`config.mk`:
```
export PLATFORM = sky130hd
export DESIGN_NAME = twi_event_master
export DESIGN_NICKNAME = d
export VERILOG_FILES = /design/src/rtl/twi_event_master.sv
export SDC_FILE = /design/constraint.sdc
export NUM_CORES = 1
export LEC_CHECK = 0
export ABC_AREA = 1
export BUFFER_PORTS_ARGS = -buffer_cell sky130_fd_sc_hd__clkbuf_2
export CORE_MARGIN = 8
export CORE_UTILIZATION = 40
export CTS_BUF_LIST = sky130_fd_sc_hd__clkbuf_8
export DETAILED_ROUTE_END_ITERATION = 8
export HOLD_SLACK_MARGIN = 0.03
export PLACE_DENSITY = 0.62
export SLEW_MARGIN = 30
export SYNTH_ARGS = -nofsm -noshare
export SYNTH_HDL_FRONTEND = slang
export SYNTH_SLANG_ARGS = --single-unit
```
`constraint.sdc`:
```
create_clock -name clk -period 3.28 [get_ports clk]
set_input_delay 0.492 -clock clk [delete_from_list [all_inputs] [get_ports clk]]
set_output_delay 0.492 -clock clk [all_outputs]
set_load 0.01 [all_outputs]
```
`src/rtl/twi_event_master.sv`:
```
`timescale 1ns/1ps
module twi_event_master (
  input  logic       clk,
  input  logic       rst_n,
  input  logic [1:0] reg_addr,
  input  logic       reg_wr,
  input  logic [7:0] reg_wdata,
  output logic [7:0] reg_rdata,
  output logic       irq,
  input  logic       scl_in,
  input  logic       sda_in,
  output logic       scl_pull,
  output logic       sda_pull
);
  typedef enum logic [2:0] {S_IDLE, S_STA, S_RSTA, S_BYTE, S_STOP} st_t;

  st_t        st;
  logic [6:0] rate;
  logic       ien, en, sta, sto, iflg, aak;
  logic       owned, addrb, rxm, ackr;
  logic [7:0] dat, sh, stat;
  logic [3:0] ph, bn;
  logic [11:0] cnt, pre;
  logic       srst, rxd;

  assign srst = reg_wr && reg_addr == 2'd3;
  assign rxd  = rxm && !addrb;
  assign pre  = (({8'd0, rate[6:3]} + 12'd1) << rate[2:0]) - 12'd1;
  assign irq  = ien && iflg;
  assign reg_rdata = reg_addr == 2'd0 ? {ien, en, sta, sto, iflg, aak, 2'b00} :
                     reg_addr == 2'd1 ? dat :
                     reg_addr == 2'd2 ? (iflg ? stat : 8'hF8) : 8'h00;

  always_ff @(posedge clk or negedge rst_n)
    if (!rst_n) rate <= 7'h7F;
    else if (reg_wr && reg_addr == 2'd2) rate <= reg_wdata[6:0];

  always_ff @(posedge clk or negedge rst_n) begin
    if (!rst_n) begin
      {ien, en, sta, sto, iflg, aak} <= '0;
      {owned, addrb, rxm, ackr, scl_pull, sda_pull} <= '0;
      dat <= '0; sh <= '0; stat <= 8'hF8; st <= S_IDLE;
      ph <= '0; bn <= '0; cnt <= '0;
    end else if (srst) begin
      {ien, en, sta, sto, iflg, aak} <= '0;
      {owned, addrb, rxm, ackr, scl_pull, sda_pull} <= '0;
      stat <= 8'hF8; st <= S_IDLE; ph <= '0; bn <= '0; cnt <= '0;
    end else begin
      if (reg_wr && reg_addr == 2'd1) dat <= reg_wdata;
      if (reg_wr && reg_addr == 2'd0) begin
        ien <= reg_wdata[7]; en <= reg_wdata[6]; sta <= reg_wdata[5];
        sto <= reg_wdata[4]; aak <= reg_wdata[2];
        if (!reg_wdata[3]) iflg <= 1'b0;
      end
      if (st == S_IDLE) begin
        if (en && !iflg) begin
          cnt <= pre; ph <= '0; bn <= '0;
          if (sto && owned) st <= S_STOP;
          else if (sta) st <= owned ? S_RSTA : S_STA;
          else if (owned) begin st <= S_BYTE; sh <= rxd ? 8'hFF : dat; end
          else sto <= 1'b0;
        end
      end else if (cnt != 12'd0) begin
        cnt <= cnt - 12'd1;
      end else begin
        cnt <= pre;
        ph  <= (ph == 4'd9) ? 4'd0 : ph + 4'd1;
        case (st)
          S_STA:
            if (ph == 4'd0 && !(scl_in && sda_in)) begin
              st <= S_IDLE; sta <= 1'b0; stat <= 8'h00; iflg <= 1'b1;
            end else if (ph == 4'd5) sda_pull <= 1'b1;
            else if (ph == 4'd9) begin
              scl_pull <= 1'b1; owned <= 1'b1; addrb <= 1'b1; sta <= 1'b0; sto <= 1'b0;
              stat <= 8'h08; iflg <= 1'b1; st <= S_IDLE;
            end
          S_RSTA:
            if (ph == 4'd0) sda_pull <= 1'b0;
            else if (ph == 4'd3) scl_pull <= 1'b0;
            else if (ph == 4'd6) sda_pull <= 1'b1;
            else if (ph == 4'd9) begin
              scl_pull <= 1'b1; addrb <= 1'b1; sta <= 1'b0;
              stat <= 8'h10; iflg <= 1'b1; st <= S_IDLE;
            end
          S_STOP:
            if (ph == 4'd0) sda_pull <= 1'b1;
            else if (ph == 4'd3) scl_pull <= 1'b0;
            else if (ph == 4'd6) sda_pull <= 1'b0;
            else if (ph == 4'd9) begin
              owned <= 1'b0; sto <= 1'b0; stat <= 8'hF8; st <= S_IDLE;
            end
          S_BYTE:
            if (ph == 4'd0) sda_pull <= (bn < 4'd8) ? (!rxd && !sh[7]) : (rxd && aak);
            else if (ph == 4'd5) scl_pull <= 1'b0;
            else if (ph == 4'd7) begin
              if (bn < 4'd8) sh <= {sh[6:0], sda_in};
              else ackr <= !sda_in;
            end else if (ph == 4'd9) begin
              scl_pull <= 1'b1;
              if (bn == 4'd8) begin
                sda_pull <= 1'b0; dat <= sh; iflg <= 1'b1; st <= S_IDLE;
                if (addrb) begin
                  rxm <= sh[0]; addrb <= 1'b0;
                  stat <= sh[0] ? (ackr ? 8'h40 : 8'h48) : (ackr ? 8'h18 : 8'h20);
                end else if (rxd) stat <= ackr ? 8'h50 : 8'h58;
                else stat <= ackr ? 8'h28 : 8'h30;
              end else bn <= bn + 4'd1;
            end
          default: st <= S_IDLE;
        endcase
      end
    end
  end

  AST_HOLD_SCL: assert property (@(posedge clk) disable iff (!rst_n)
    (iflg && owned) |-> scl_pull) else $error("SCL not held during pending event");
  AST_FLAG_STICKY: assert property (@(posedge clk) disable iff (!rst_n)
    (iflg && !srst && !(reg_wr && reg_addr == 2'd0 && !reg_wdata[3])) |=> iflg)
    else $error("flag cleared without a zero write");
  AST_IDLE_RELEASE: assert property (@(posedge clk) disable iff (!rst_n)
    (st == S_IDLE && !owned) |-> (!scl_pull && !sda_pull)) else $error("line driven while bus free");
  AST_CODE_LEGAL: assert property (@(posedge clk) disable iff (!rst_n)
    $rose(iflg) |-> (stat inside {8'h00, 8'h08, 8'h10, 8'h18, 8'h20, 8'h28,
                                  8'h30, 8'h40, 8'h48, 8'h50, 8'h58}))
    else $error("illegal status code posted");
  AST_SDA_STEADY: assert property (@(posedge clk) disable iff (!rst_n)
    (st == S_BYTE && ph >= 4'd6) |-> $stable(sda_pull)) else $error("SDA moved while SCL high");
endmodule

```
Yosys cells after proc, flatten, opt, wreduce, memory -nomap -nowiden
Cells that the tools add are included.

operators by class
  reductions and logical operators = 48
  add/sub/neg operators = 5
  shifts and indexed selects = 1
  bitwise operators = 1
  magnitude comparators = 1
  equal/unequal tests = 72
  mux-type cells = 212

operators by type and width
  cell                                                  count
  2-to-1 mux 8 bit                                      44
  2-to-1 mux 1 bit                                      115
  inequality test 4 bit (second input constant)         20
  inequality test 3 bit (second input constant)         23
  2-to-1 mux 4 bit                                      16
  2-to-1 mux 3 bit                                      18
  2-to-1 mux 12 bit                                     4
  case mux 8 bit (4 select lines)                       1
  AND reduction 13 bit                                  2
  inequality test 2 bit (second input constant)         12
  subtractor 12 x 1 -> 12 bit (second input constant)   2
  AND reduction 11 bit                                  2
  2-to-1 mux 7 bit                                      3
  AND reduction 18 bit                                  1
  nonzero test 2 bit                                    9
  equality test 4 x 3 -> 1 bit (second input constant)  3
  logical AND 1 bit                                     12
  AND reduction 12 bit                                  1
  nonzero test 12 bit                                   1
  left shift 5 x 3 -> 12 bit                            1
  AND reduction 10 bit                                  1
  case mux 3 bit (3 select lines)                       1
  AND reduction 9 bit                                   1
  nonzero test 3 bit                                    3
  31 further kinds                                      44

storage, ports and cells
  logic and storage cells = 360
  input bits = 15
  output and inout port bits = 11
  register bits = 66

Logic depth before layout (Yosys ltp)
Gate-level depths: netlist of the first run.

  word-level depth = 13
  depth in mapped cells = 16
  mapped depth without buffers = 16

Worst setup path before layout of the first run
OpenSTA, ideal clock, no wires.

  kind = flip-flop to flip-flop
  from = register rate[3]
  to = register cnt[8]
  setup slack = 1189 ps
  required time = 3163 ps
  buffers on the path = 0
  clock period less this slack = 2091 ps
  cell stages (with the launch flop) = 15
  arrival time = 1975 ps
  setup time = 117 ps
  cells stage by stage = dfstp_2 -> ha_1 -> o21ai_0 -> nor2_1 -> nand2_1 -> ha_1 -> nand2_1 -> inv_1 -> nand2_1 -> nor2_1 -> nand3b_1 -> nand2_1 -> nand2_1 -> nand2_1 -> nand2_1

on the way
  longest elaborated chain between the ends = 6
  elaborated cells on any way between the ends = 7
  those cells by class = add/sub: 2; shift: 1; mux: 4

ends and longest elaborated chain
  item                                         RTL line  source
  start, declared                              18        logic [6:0] rate;
  start signal, assigned                       36        else if (reg_wr && reg_addr == 2'd2) rate <= reg_wdata[6:0];
  adder 4 x 1 -> 5 bit *                       28        assign pre = (({8'd0, rate[6:3]} + 12'd1) << rate[2:0]) - 12'd1;
  left shift 5 x 3 -> 12 bit *                 28
  subtractor 12 x 1 -> 12 bit *                28
  2-to-1 mux 12 bit, on equally long branches  63, 56
  2-to-1 mux 12 bit *                          55        if (st == S_IDLE) begin
  2-to-1 mux 12 bit *                          44        end else if (srst) begin
  end signal, assigned                         64        cnt <= cnt - 12'd1;
  end signal, assigned                         66        cnt <= pre;
  end, declared                                23        logic [11:0] cnt, pre;

Every way passes the cells marked *; elsewhere a longest branch is shown, timed or not. The select of a mux whose other input is x is not followed.
A chain may end at the register's enable or synchronous reset.

Final worst setup path of the first run
  from = register st[0]
  to = register st[0]

on the way
  longest elaborated chain between the ends = 8
  elaborated cells on any way between the ends = 29
  those cells by class = eq/ne: 16; mux: 10; reduce/logical: 3

ends and longest elaborated chain
  item                             RTL line  source
  start, declared                  17        st_t st;
  start signal, assigned           59        else if (sta) st <= owned ? S_RSTA : S_STA;
  2-to-1 mux 3 bit (4 in a row)    n/a
  case mux 3 bit (3 select lines)  68        case (st)
  2-to-1 mux 3 bit                 63        end else if (cnt != 12'd0) begin
  2-to-1 mux 3 bit                 55
  2-to-1 mux 3 bit                 44

Several ways; a longest one is shown, not always the timed one. The select of a mux whose other input is x is not followed.

==> results.sh, run 1 <==
export IMPL_die_area_um2=15090
export IMPL_synth_area_top_cells="dfrtp_1 28%, nand2_1 12%, o21ai_0 7.5%"
export IMPL_timing_rr_end="st[0]"
export IMPL_gr_usage_met1_pct=21.76
export IMPL_power_static_leakage_nw=2.391
export IMPL_holdBufCountCts=0
export IMPL_synth_net_count=688
export IMPL_post_synth_top_area_cell="dfrtp_1"
export IMPL_final_min_period_over_clock_period_pct=77.71
export IMPL_core_area_um2=11270
export IMPL_grt_use_met2_pct=28.71
export IMPL_htree_levels=3
export IMPL_drt_wl_total_um=12460
export IMPL_seq_area_frac_synth_pct=34.86
export IMPL_setup_viol=0
export IMPL_drive_gt1_share_pct=13.26
export IMPL_crit_path_start_kind="flip-flop"
export IMPL_chip_height_um=122.8
export IMPL_timing_final_ws_setup_ns=0.7312
export IMPL_hold_viol_final=0
export IMPL_ys_ff_latch=63
export IMPL_clockRootBuffer="clkbuf_8"
export IMPL_start_util_pct=40.50
export IMPL_grt_pass1_wl_um=20810
export IMPL_postSynthCellCount=665
export IMPL_max_slew_margin_pct=45.80
export IMPL_gr_ovfl_total=0
export IMPL_outcome="finished clean"
export IMPL_std_cell_rows=39
export IMPL_achievable_frequency_mhz=392.3
export IMPL_regToRegStartpoint="st[0]"
export IMPL_dp_worst_setup_slack_ns=0.7675
export IMPL_hold_ws_ns=0.3143
export IMPL_grt_met3_usage_pct=3.772
export IMPL_antenna_violations_before_repair=0
export IMPL_power_density_cell_area_nw_per_um2=826.7
export IMPL_syn_cell_area_um2=4566
export IMPL_avgRoutedWirePerCell_um=14.88
export IMPL_register_area_um2=1592
export IMPL_cp_slowest_cell="dfrtp_1"
export IMPL_ioPinCount=26
export IMPL_grt_max_degree=64
export IMPL_layout_min_cycle_time_ns=2.549
export IMPL_critical_path_max_stage_delay_ns=0.41
export IMPL_cp_max_fo=18
export IMPL_hold_path_class="in2async"
export IMPL_postRouteAntennaNets=0
export IMPL_synth_cell_types=49
export IMPL_setup_worst_path_class="reg2reg"
export IMPL_post_drt_via_cell_ratio=5.382
export IMPL_antenna_cells_inserted=0
export IMPL_setup_reg_to_reg_worst_slack_ns=0.73
export IMPL_clock_latency_ns=0.35
export IMPL_timing_critical_path_to_type="flip-flop"
export IMPL_global_route_usage_total_pct=17.22
export IMPL_filler_cell_count=1141
export IMPL_area_growth_synth_to_final_pct=9.400
export IMPL_setup_fix_bufs_post_cts=0
export IMPL_power_ir_vdd_worst_mv=0.3745
export IMPL_dp_hpwl_um=9624
export IMPL_rsz0062_at_grt="no"
export IMPL_port_buffers=25
export IMPL_cts_buffer_depth=2
export IMPL_route_detailed_drc=0
export IMPL_fin_worst_skew_ns=0.01054
export IMPL_numCtsBuffers=9
export IMPL_slew_viol_final=0
export IMPL_avgSynthCellArea_um2=6.866
export IMPL_cts_num_sinks=63
export IMPL_clk_pin_slew_worst_paths_ns=0.07
export IMPL_grt_busiest_layer="met2"
export IMPL_via_count=4505
export IMPL_count_of_cells_along_the_worst_register_to_register_path=12
export IMPL_drtPass1Iterations=5
export IMPL_tightestPinTransition_ns=0.8130
export IMPL_multiInputGateArea_um2=2515
export IMPL_crit_top_cell="inv_2"
export IMPL_worst_ep_required_time_ns=3.47
export IMPL_cts_resized=0
export IMPL_yosysTopAreaCellShare_pct=27.95
export IMPL_max_cap_violations=0
export IMPL_nNetsFinal=712
export IMPL_place_gp_congestion=0.9042
export IMPL_first_global_vias=4312
export IMPL_worst_ep_arrival_time_ns=2.74
export IMPL_drt_iter0_markers=308
export IMPL_die_x_um=122.8
export IMPL_tritoncts_clock_tree="yes"
export IMPL_yosys_warnings=0
export IMPL_crit_path_cell_trace="inv_1 > nand2_1 > nor2_2 > inv_2 > nor2_4 > inv_2 > nor2_4 > inv_2 > nand2_4 > inv_4 > o311ai_1 > o21ai_0"
export IMPL_fin_setup_tns_ns=0
-- synth_stat cells (all sizes together) --
cell    count
inv        97
nor4        1
o311ai      1
xnor2       3
o21a        1
clkinv      3
dfstp      12
ha          8
o21ai      76
o31ai       5
a21oi      27
nand4       8
dfrtp      51
o221ai      5
nor2b       1
clkbuf      9
o211ai     20
or2         7
buf         6
a21boi      1
nand3      43
a211oi      4
a22oi       1
a31oi      13
xor2        6
nand2     149
nor2       87
o22ai       5
nand3b      2
nor3       12
a311oi      1
-- cells in the final DEF, fill, tap and decap left out, drive strengths merged --
cell and count:
nand2 149, inv 97, nor2 87, o21ai 76
dfrtp 51, nand3 43, clkbuf 36, a21oi 27
o211ai 20, a31oi 13, dfstp 12, nor3 12
ha 8, nand4 8, or2 7, xor2 6
o221ai 5, o22ai 5, o31ai 5, clkinv 5
a211oi 4, xnor2 3, clkinvlp 3, buf 3
nand3b 2, a22oi 1, a21boi 1, o21a 1
nor4 1, nor2b 1, a311oi 1, o311ai 1
-- area by class of cell --
class	count	share of cell area [%]
Sequential cell	63	31.86
Multi-Input combinational cell	487	50.35
Clock buffer	11	3.031
Clock inverter	5	0.6513
Inverter	100	7.565
Timing Repair Buffer	28	2.956
Tap cell	143	3.582
-- cell families after synthesis --
family          after synthesis  share of synthesized area (%)
compound gates              160                          20.69
xor+xnor                      9                          1.727
fa+ha+maj                     8                          2.192
buf+inv                     115                          10.06
flops                        63                          34.86
simple gates                310                          30.47
-- worst max-delay path by stage --
stage                 start  endpoint  slack (ns)  cells after the start
global placement      st[0]     bn[2]        0.87                     15
detailed placement    st[0]     bn[2]        0.77                     15
floorplan           rate[3]    cnt[8]        1.19                     14
global route          st[0]     bn[2]        0.47                     15
CTS                   st[0]     st[0]        0.76                     12
finish                st[0]     st[0]        0.73                     12
-- report_power, final --
group | total, W | internal [W] | switching, W | leakage (nW)
Combinational | 0.00214 | 0.000716 | 0.00143 | 1.53
Sequential | 0.00135 | 0.00107 | 0.000278 | 0.773
Clock | 0.000636 | 0.000312 | 0.000324 | 0.0873
Total | 0.00413 | 0.00210 | 0.00203 | 2.39
-- sequential cells by signal, summed over array words and instances (netlist names), 3 cells and up --
name  count
sh        8
dat       8
bn        4
st        3
cnt      12
rate      7
ph        4
stat      5
-- metrics by stage --
step	power [W]	cell area (um^2)	utilization (%)	std cells
after detailed placement	0.003489	4811	42.68	821
final	0.004129	4995	44.31	837
after floorplan	0.002948	4566	-	665
after CTS	0.004144	4995	44.31	837
after global placement	0.003465	4811	42.68	821
after global routing	0.004512	4995	44.31	837
-- worst max-delay path, delay by kind of cell (launching register included) --
family | cells | cell delay [ns]
AOI/OAI and AO/OA | 2 | 0.36
DFF | 1 | 0.41
buffers and inverters | 5 | 0.65
and+or+nand+nor | 5 | 0.96
-- routing by layer --
metal	up-vias	wire length (um)
li1	2260	-
met1	2131	5782
met2	97	5845
met3	17	615
met4	0	214
met5	-	0
Power figures use the tool's default switching activity.
==> run 2: changes to the inputs <==
--- a/config.mk
+++ b/config.mk
@@ -12,7 +12,7 @@
 export CTS_BUF_LIST = sky130_fd_sc_hd__clkbuf_8
 export DETAILED_ROUTE_END_ITERATION = 8
 export HOLD_SLACK_MARGIN = 0.03
-export PLACE_DENSITY = 0.62
+export PLACE_DENSITY = 0.64
 export SLEW_MARGIN = 30
 export SYNTH_ARGS = -nofsm -noshare
 export SYNTH_HDL_FRONTEND = slang
==> constraint.sdc (replaced) <==
create_clock -name clk -period 2.3 [get_ports clk]
set_input_delay 0.345 -clock clk [delete_from_list [all_inputs] [get_ports clk]]
set_output_delay 0.345 -clock clk [all_outputs]
set_load 0.01 [all_outputs]
==> run 2 against run 1 <==
  * Clock power increased by 57%
  * Hold slack got worse by 0.10 ns
  * Register-to-register slack got worse by 0.63 ns
  * Cell count increased by 4.1%
  * Combinational power increased by 61%
  * Setup slack got worse by 0.63 ns
  * Sequential cell count unchanged
  * Die area unchanged
==> results.sh, run 2 (synthesis gave the netlist of run 1 again) <==
export IMPL_die_area_um2=15090
export IMPL_drtPass1Iterations=5
export IMPL_clockRootBuffer="clkbuf_8"
export IMPL_largest_register_ff_count=12
export IMPL_timing_hold_worst_endpoint="rate[0]"
export IMPL_setup_reg_to_reg_worst_slack_ns=0.1
export IMPL_postRouteAntennaNets=0
export IMPL_start_util_pct=40.50
export IMPL_post_drt_via_cell_ratio=5.369
export IMPL_worst_ep_required_time_ns=2.59
export IMPL_crit_path_start_kind="flip-flop"
export IMPL_drt_wl_total_um=13280
export IMPL_via_count=4676
export IMPL_global_route_usage_total_pct=18.04
export IMPL_outcome="finished clean"
export IMPL_port_buffers=25
export IMPL_clock_latency_ns=0.36
export IMPL_internal_power_w=0.003298
export IMPL_totalPowerFinal_w=0.006355
export IMPL_tritoncts_clock_tree="yes"
export IMPL_hold_path_class="in2reg"
export IMPL_antenna_cells_inserted=0
export IMPL_die_x_um=122.8
export IMPL_slew_viol_final=0
export IMPL_numCtsBuffers=9
export IMPL_area_growth_synth_to_final_pct=16.31
export IMPL_most_common_layout_cells="142 x nand2_1, 86 x inv_1, 77 x nor2_1"
export IMPL_hold_viol_final=0
export IMPL_chip_height_um=122.8
export IMPL_fin_worst_skew_ns=0.01256
export IMPL_timing_rr_end="dat[0]"
export IMPL_fin_setup_tns_ns=0
export IMPL_clk_pin_slew_worst_paths_ns=0.08
export IMPL_tightestPinTransition_ns=0.6185
export IMPL_cts_buffer_depth=2
export IMPL_count_of_cells_along_the_worst_register_to_register_path=12
export IMPL_timing_critical_path_to_type="flip-flop"
export IMPL_cp_slowest_cell="dfrtp_1"
export IMPL_drt_iter0_markers=305
export IMPL_power_ir_vdd_worst_mv=0.4805
export IMPL_regToRegStartpoint="cnt[0]"
export IMPL_first_global_vias=4437
export IMPL_crit_top_cell="nor2_4"
export IMPL_avgRoutedWirePerCell_um=15.25
export IMPL_setup_viol=0
export IMPL_worst_ep_arrival_time_ns=2.49
export IMPL_place_gp_congestion=0.9149
export IMPL_drive_gt1_share_pct=18.68
export IMPL_route_detailed_drc=0
export IMPL_critical_path_top_delay_family="simple AND/OR/NAND/NOR gates"
export IMPL_layout_cells_non_filler=871
export IMPL_dp_hpwl_um=10080
export IMPL_layout_min_cycle_time_ns=2.201
export IMPL_grt_pass1_wl_um=21450
export IMPL_crit_path_cell_trace="inv_2 > ha_2 > nand2_1 > nor2_4 > nand4_4 > nor2_4 > buf_4 > nand2_2 > or2_1 > buf_12 > or2_0 > a22oi_1"
export IMPL_core_area_um2=11270
export IMPL_dp_cells=842
export IMPL_rsz0062_at_grt="yes"
export IMPL_p_clk_share_pct=15.7
export IMPL_max_cap_violations=0
export IMPL_most_common_library_cell_in_the_layout_ignoring_fill_and_taps="nand2_1"
export IMPL_critical_path_max_stage_delay_ns=0.38
export IMPL_final_min_period_over_clock_period_pct=95.69
export IMPL_cp_max_fo=16
export IMPL_grt_max_degree=25
export IMPL_critPathBufInv=3
export IMPL_power_density_cell_area_nw_per_um2=1197
export IMPL_max_slew_margin_pct=58.12
export IMPL_hp_start="reg_wdata[0]"
export IMPL_cts_num_sinks=63
export IMPL_nNetsFinal=746
export IMPL_setup_worst_path_class="reg2reg"
export IMPL_power_sequential_fraction_pct=30.1
export IMPL_largest_registers_ranked_by_flip_flop_count="cnt: 12 flops, dat: 8 flops, sh: 8 flops"
export IMPL_gr_ovfl_total=0
export IMPL_achievable_frequency_mhz=454.4
export IMPL_switching_pwr_w=0.003056
export IMPL_ioPinCount=26
export IMPL_sw_frac_of_total_pct=48.10
export IMPL_std_cell_rows=39
export IMPL_power_static_leakage_nw=2.572
export IMPL_min_delay_path_depth=3
export IMPL_max_flop_register="cnt"
export IMPL_htree_levels=3
export IMPL_power_frac_comb_pct=54.1
export IMPL_antenna_violations_before_repair=0
run 2: cell count changes in the layout (fill, tap and decap cells not counted), sizes merged:
cell,change
buf,+32
clkbuf,-2
inv,+2
bufinv,+1
dlygate4sd3,+1
run 2: how the worst max path moves through the flow:
stage	start	end	slack (ns)	cells past startpoint
final	cnt[0]	dat[0]	0.1	12
after global routing	rate[4]	cnt[6]	-0.04	12
after CTS	rate[4]	cnt[8]	0.01	14
after detailed placement	rate[4]	cnt[8]	0.03	14
after global placement	rate[4]	cnt[8]	0.09	14
after floorplan	rate[3]	cnt[8]	0.21	14
run 2: worst reg2reg max path, stage by stage (launching register included):
cell     delay (ns)
dfrtp_1        0.38
inv_2          0.09
ha_2           0.19
nand2_1        0.10
nor2_4         0.15
nand4_4        0.11
nor2_4         0.15
buf_4          0.13
nand2_2        0.08
or2_1          0.25
buf_12         0.16
or2_0          0.19
a22oi_1        0.14
run 2: area by class of cell:
class | count | area [um^2]
clock buffer | 9 | 123.9
clock inverter | 7 | 72.57
fill | 1119 | 5962
inverter | 100 | 377.9
multi-input combinational | 487 | 2550
sequential | 63 | 1592
tap | 143 | 178.9
timing repair buffer | 61 | 410.4
timing repair inverter | 1 | 5.005
run 2: what timing repair did:
action                                  CTS  global route
endpoints found under the hold margin    11             0
buffers inserted                          0            11
resized for setup                         0            17
endpoints found under the setup margin    0            22
hold buffers                              1             0
run 2: power by group through the flow:
stage                     logic (W)  registers (W)  clock network [W]
after global routing        0.00389        0.00197            0.00107
after global placement      0.00320        0.00191                  0
after CTS                   0.00326        0.00190            0.00102
final                       0.00344        0.00192            0.00100
after detailed placement    0.00324        0.00192                  0
after floorplan             0.00240        0.00180                  0
run 2: layer usage:
| metal | track usage [%] | wire length (um) | vias up |
|---|---|---|---|
| met5 | 0 | 0 | - |
| met1 | 22.10 | 5955 | 2195 |
| li1 | - | - | 2327 |
| met4 | 6.017 | 311 | 0 |
| met3 | 4.646 | 688 | 26 |
| met2 | 30.21 | 6327 | 128 |
run 2: through the flow:
step | hold slack, ns | worst slack, ns | cell area [um^2] | utilization (%)
finish | 0.2139 | 0.09922 | 5310 | 47.11
floorplan | 0.04941 | 0.2087 | 4566 | -
detailed placement | 0.3426 | 0.02662 | 4981 | 44.19
global route | 0.1991 | -0.03847 | 5310 | 47.11
CTS | 0.1974 | 0.01385 | 5187 | 46.02
global placement | 0.3413 | 0.08689 | 4981 | 44.19
==> run 3: changes to the inputs <==
--- a/config.mk
+++ b/config.mk
@@ -13,6 +13,7 @@
 export DETAILED_ROUTE_END_ITERATION = 8
 export HOLD_SLACK_MARGIN = 0.03
 export PLACE_DENSITY = 0.64
+export REMOVE_ABC_BUFFERS = 1
 export SLEW_MARGIN = 30
 export SYNTH_ARGS = -nofsm -noshare
 export SYNTH_HDL_FRONTEND = slang
==> run 3 against run 2 <==
  * First-iteration DRC count up 26%
  * Utilization down 0.43 points
  * Largest power group unchanged
  * Via count is 0.38% lower
  * Combinational power shrank 2%
  * Setup slack gained 0.046 ns
  * Register-to-register slack better by 0.05 ns
  * Hold slack better by 0.0084 ns
==> results.sh, run 3 (synthesis gave the netlist of run 1 again) <==
export IMPL_clockRootBuffer="clkbuf_8"
export IMPL_first_global_vias=4418
export IMPL_max_flop_register="cnt"
export IMPL_drt_iter0_markers=383
export IMPL_power_ir_vdd_worst_mv=0.5762
export IMPL_grt_max_degree=64
export IMPL_power_frac_comb_pct=54.8
export IMPL_post_drt_via_cell_ratio=5.391
export IMPL_cp_max_fo=6
export IMPL_timing_critical_path_to_type="flip-flop"
export IMPL_tritoncts_clock_tree="yes"
export IMPL_power_density_cell_area_nw_per_um2=1170
export IMPL_hold_ws_ns=0.2223
export IMPL_chip_height_um=122.8
export IMPL_hp_start="reg_wdata[1]"
export IMPL_switching_pwr_w=0.003026
export IMPL_totalPowerFinal_w=0.006155
export IMPL_setup_viol=0
export IMPL_cts_buffer_depth=2
export IMPL_nNetsFinal=739
export IMPL_outcome="finished clean"
export IMPL_avgRoutedWirePerCell_um=14.83
export IMPL_clock_latency_ns=0.37
export IMPL_global_route_usage_total_pct=17.66
export IMPL_regToRegStartpoint="cnt[0]"
export IMPL_worst_ep_required_time_ns=2.57
export IMPL_cts_num_sinks=63
export IMPL_final_min_period_over_clock_period_pct=93.69
export IMPL_power_sequential_fraction_pct=31.1
export IMPL_antenna_cells_inserted=0
export IMPL_sw_frac_of_total_pct=49.17
export IMPL_die_x_um=122.8
export IMPL_std_cell_rows=39
export IMPL_worst_ep_arrival_time_ns=2.43
export IMPL_start_util_pct=40.50
export IMPL_achievable_frequency_mhz=464.1
export IMPL_area_growth_synth_to_final_pct=15.24
export IMPL_fin_worst_skew_ns=0.01195
export IMPL_hold_viol_final=0
export IMPL_die_area_um2=15090
export IMPL_most_common_library_cell_in_the_layout_ignoring_fill_and_taps="nand2_1"
export IMPL_numCtsBuffers=9
export IMPL_crit_path_start_kind="flip-flop"
export IMPL_fin_setup_tns_ns=0
export IMPL_min_delay_path_depth=3
export IMPL_postRouteAntennaNets=0
export IMPL_gr_ovfl_total=0
export IMPL_largest_registers_ranked_by_flip_flop_count="cnt: 12 flops, dat: 8 flops, sh: 8 flops"
export IMPL_rsz0062_at_grt="no"
export IMPL_htree_levels=3
export IMPL_place_gp_congestion=0.8988
export IMPL_power_static_leakage_nw=2.546
export IMPL_slew_viol_final=0
export IMPL_route_detailed_drc=0
export IMPL_post_route_util_pct=46.68
export IMPL_max_slew_margin_pct=62.17
export IMPL_count_of_cells_along_the_worst_register_to_register_path=12
export IMPL_clk_pin_slew_worst_paths_ns=0.08
export IMPL_p_clk_share_pct=14.1
export IMPL_grt_pass1_wl_um=21220
export IMPL_drtPass1Iterations=5
export IMPL_largest_register_ff_count=12
export IMPL_most_common_layout_cells="140 x nand2_1, 88 x inv_1, 76 x nor2_1"
export IMPL_port_buffers=25
export IMPL_tightestPinTransition_ns=0.5661
export IMPL_drive_gt1_share_pct=18.45
export IMPL_dp_cells=843
export IMPL_setup_worst_path_class="reg2reg"
export IMPL_filler_cell_count=1156
export IMPL_ioPinCount=26
export IMPL_drt_wl_total_um=12810
export IMPL_core_area_um2=11270
export IMPL_dp_hpwl_um=9734
export IMPL_setup_worst_path_start="cnt[0]"
export IMPL_layout_min_cycle_time_ns=2.155
export IMPL_internal_power_w=0.003128
export IMPL_hold_path_class="in2reg"
export IMPL_antenna_violations_before_repair=0
export IMPL_via_count=4658
export IMPL_max_cap_violations=0
export IMPL_layout_cells_non_filler=864
-- run 3: cell count changes in the layout (fill, tap and decap cells not counted), sizes merged --
cell,delta
clkinvlp,-2
clkinv,+1
inv,+1
buf,-6
bufinv,-1
-- run 3: routing by layer --
layer  vias up  global-route usage, %  part of all wire, %
li1       2307                      -                    -
met1      2215                  22.42                   47
met2       115                  29.19                   47
met3        21                  3.128                  3.6
met4         0                  6.931                  2.0
met5         -                      0                    0
-- run 3: path summary, 6_finish.rpt --
check                               end  slack, ns
worst max-delay path             dat[1]       0.15
worst max register to register   dat[1]       0.15
max in group asynchronous       stat[5]       1.45
min in group asynchronous        dat[3]       0.54
worst min register to register  stat[7]       0.46
worst min-delay path            rate[1]       0.22
-- run 3: critical path, cell delays in order, from the launching register on --
cell	delay [ns]
dfrtp_1	0.37
inv_1	0.08
ha_2	0.19
nand2_1	0.10
nor2_4	0.16
nand4_4	0.13
nor2_4	0.20
nand2_4	0.09
or2_4	0.27
buf_4	0.17
o211ai_1	0.10
o211ai_2	0.10
o21ai_0	0.10
-- run 3: repair_timing --
item	in CTS	in global routing
resized for setup	0	22
hold buffers	1	0
endpoints found under the setup margin	0	30
endpoints found under the hold margin	51	0
setup buffers	0	4
-- run 3: layout make-up --
class,count,area (um^2),share of cell area [%]
sequential,63,1592,30.25
timing repair buffer,55,365.4,6.944
inverter,100,377.9,7.182
tap,143,178.9,3.401
multi-input combinational,487,2581,49.06
clock inverter,7,42.54,0.8086
clock buffer,9,123.9,2.354
-- run 3: stage by stage --
step / setup slack (ns) / area, um^2
5_1_grt: 0.003759 / 5261
3_3_place_gp: 0.07760 / 4989
3_5_place_dp: 0.03960 / 4989
4_1_cts: 0.01617 / 5165
2_1_floorplan: 0.04967 / 4484
6_report: 0.1452 / 5261
-- run 3: power groups by stage --
stage	logic [W]	clock network [W]	registers, W
3_5_place_dp	0.00324	0	0.00191
5_1_grt	0.00382	0.000929	0.00196
3_3_place_gp	0.00320	0	0.00191
6_report	0.00337	0.000868	0.00192
2_1_floorplan	0.00234	0	0.00183
4_1_cts	0.00325	0.000895	0.00190
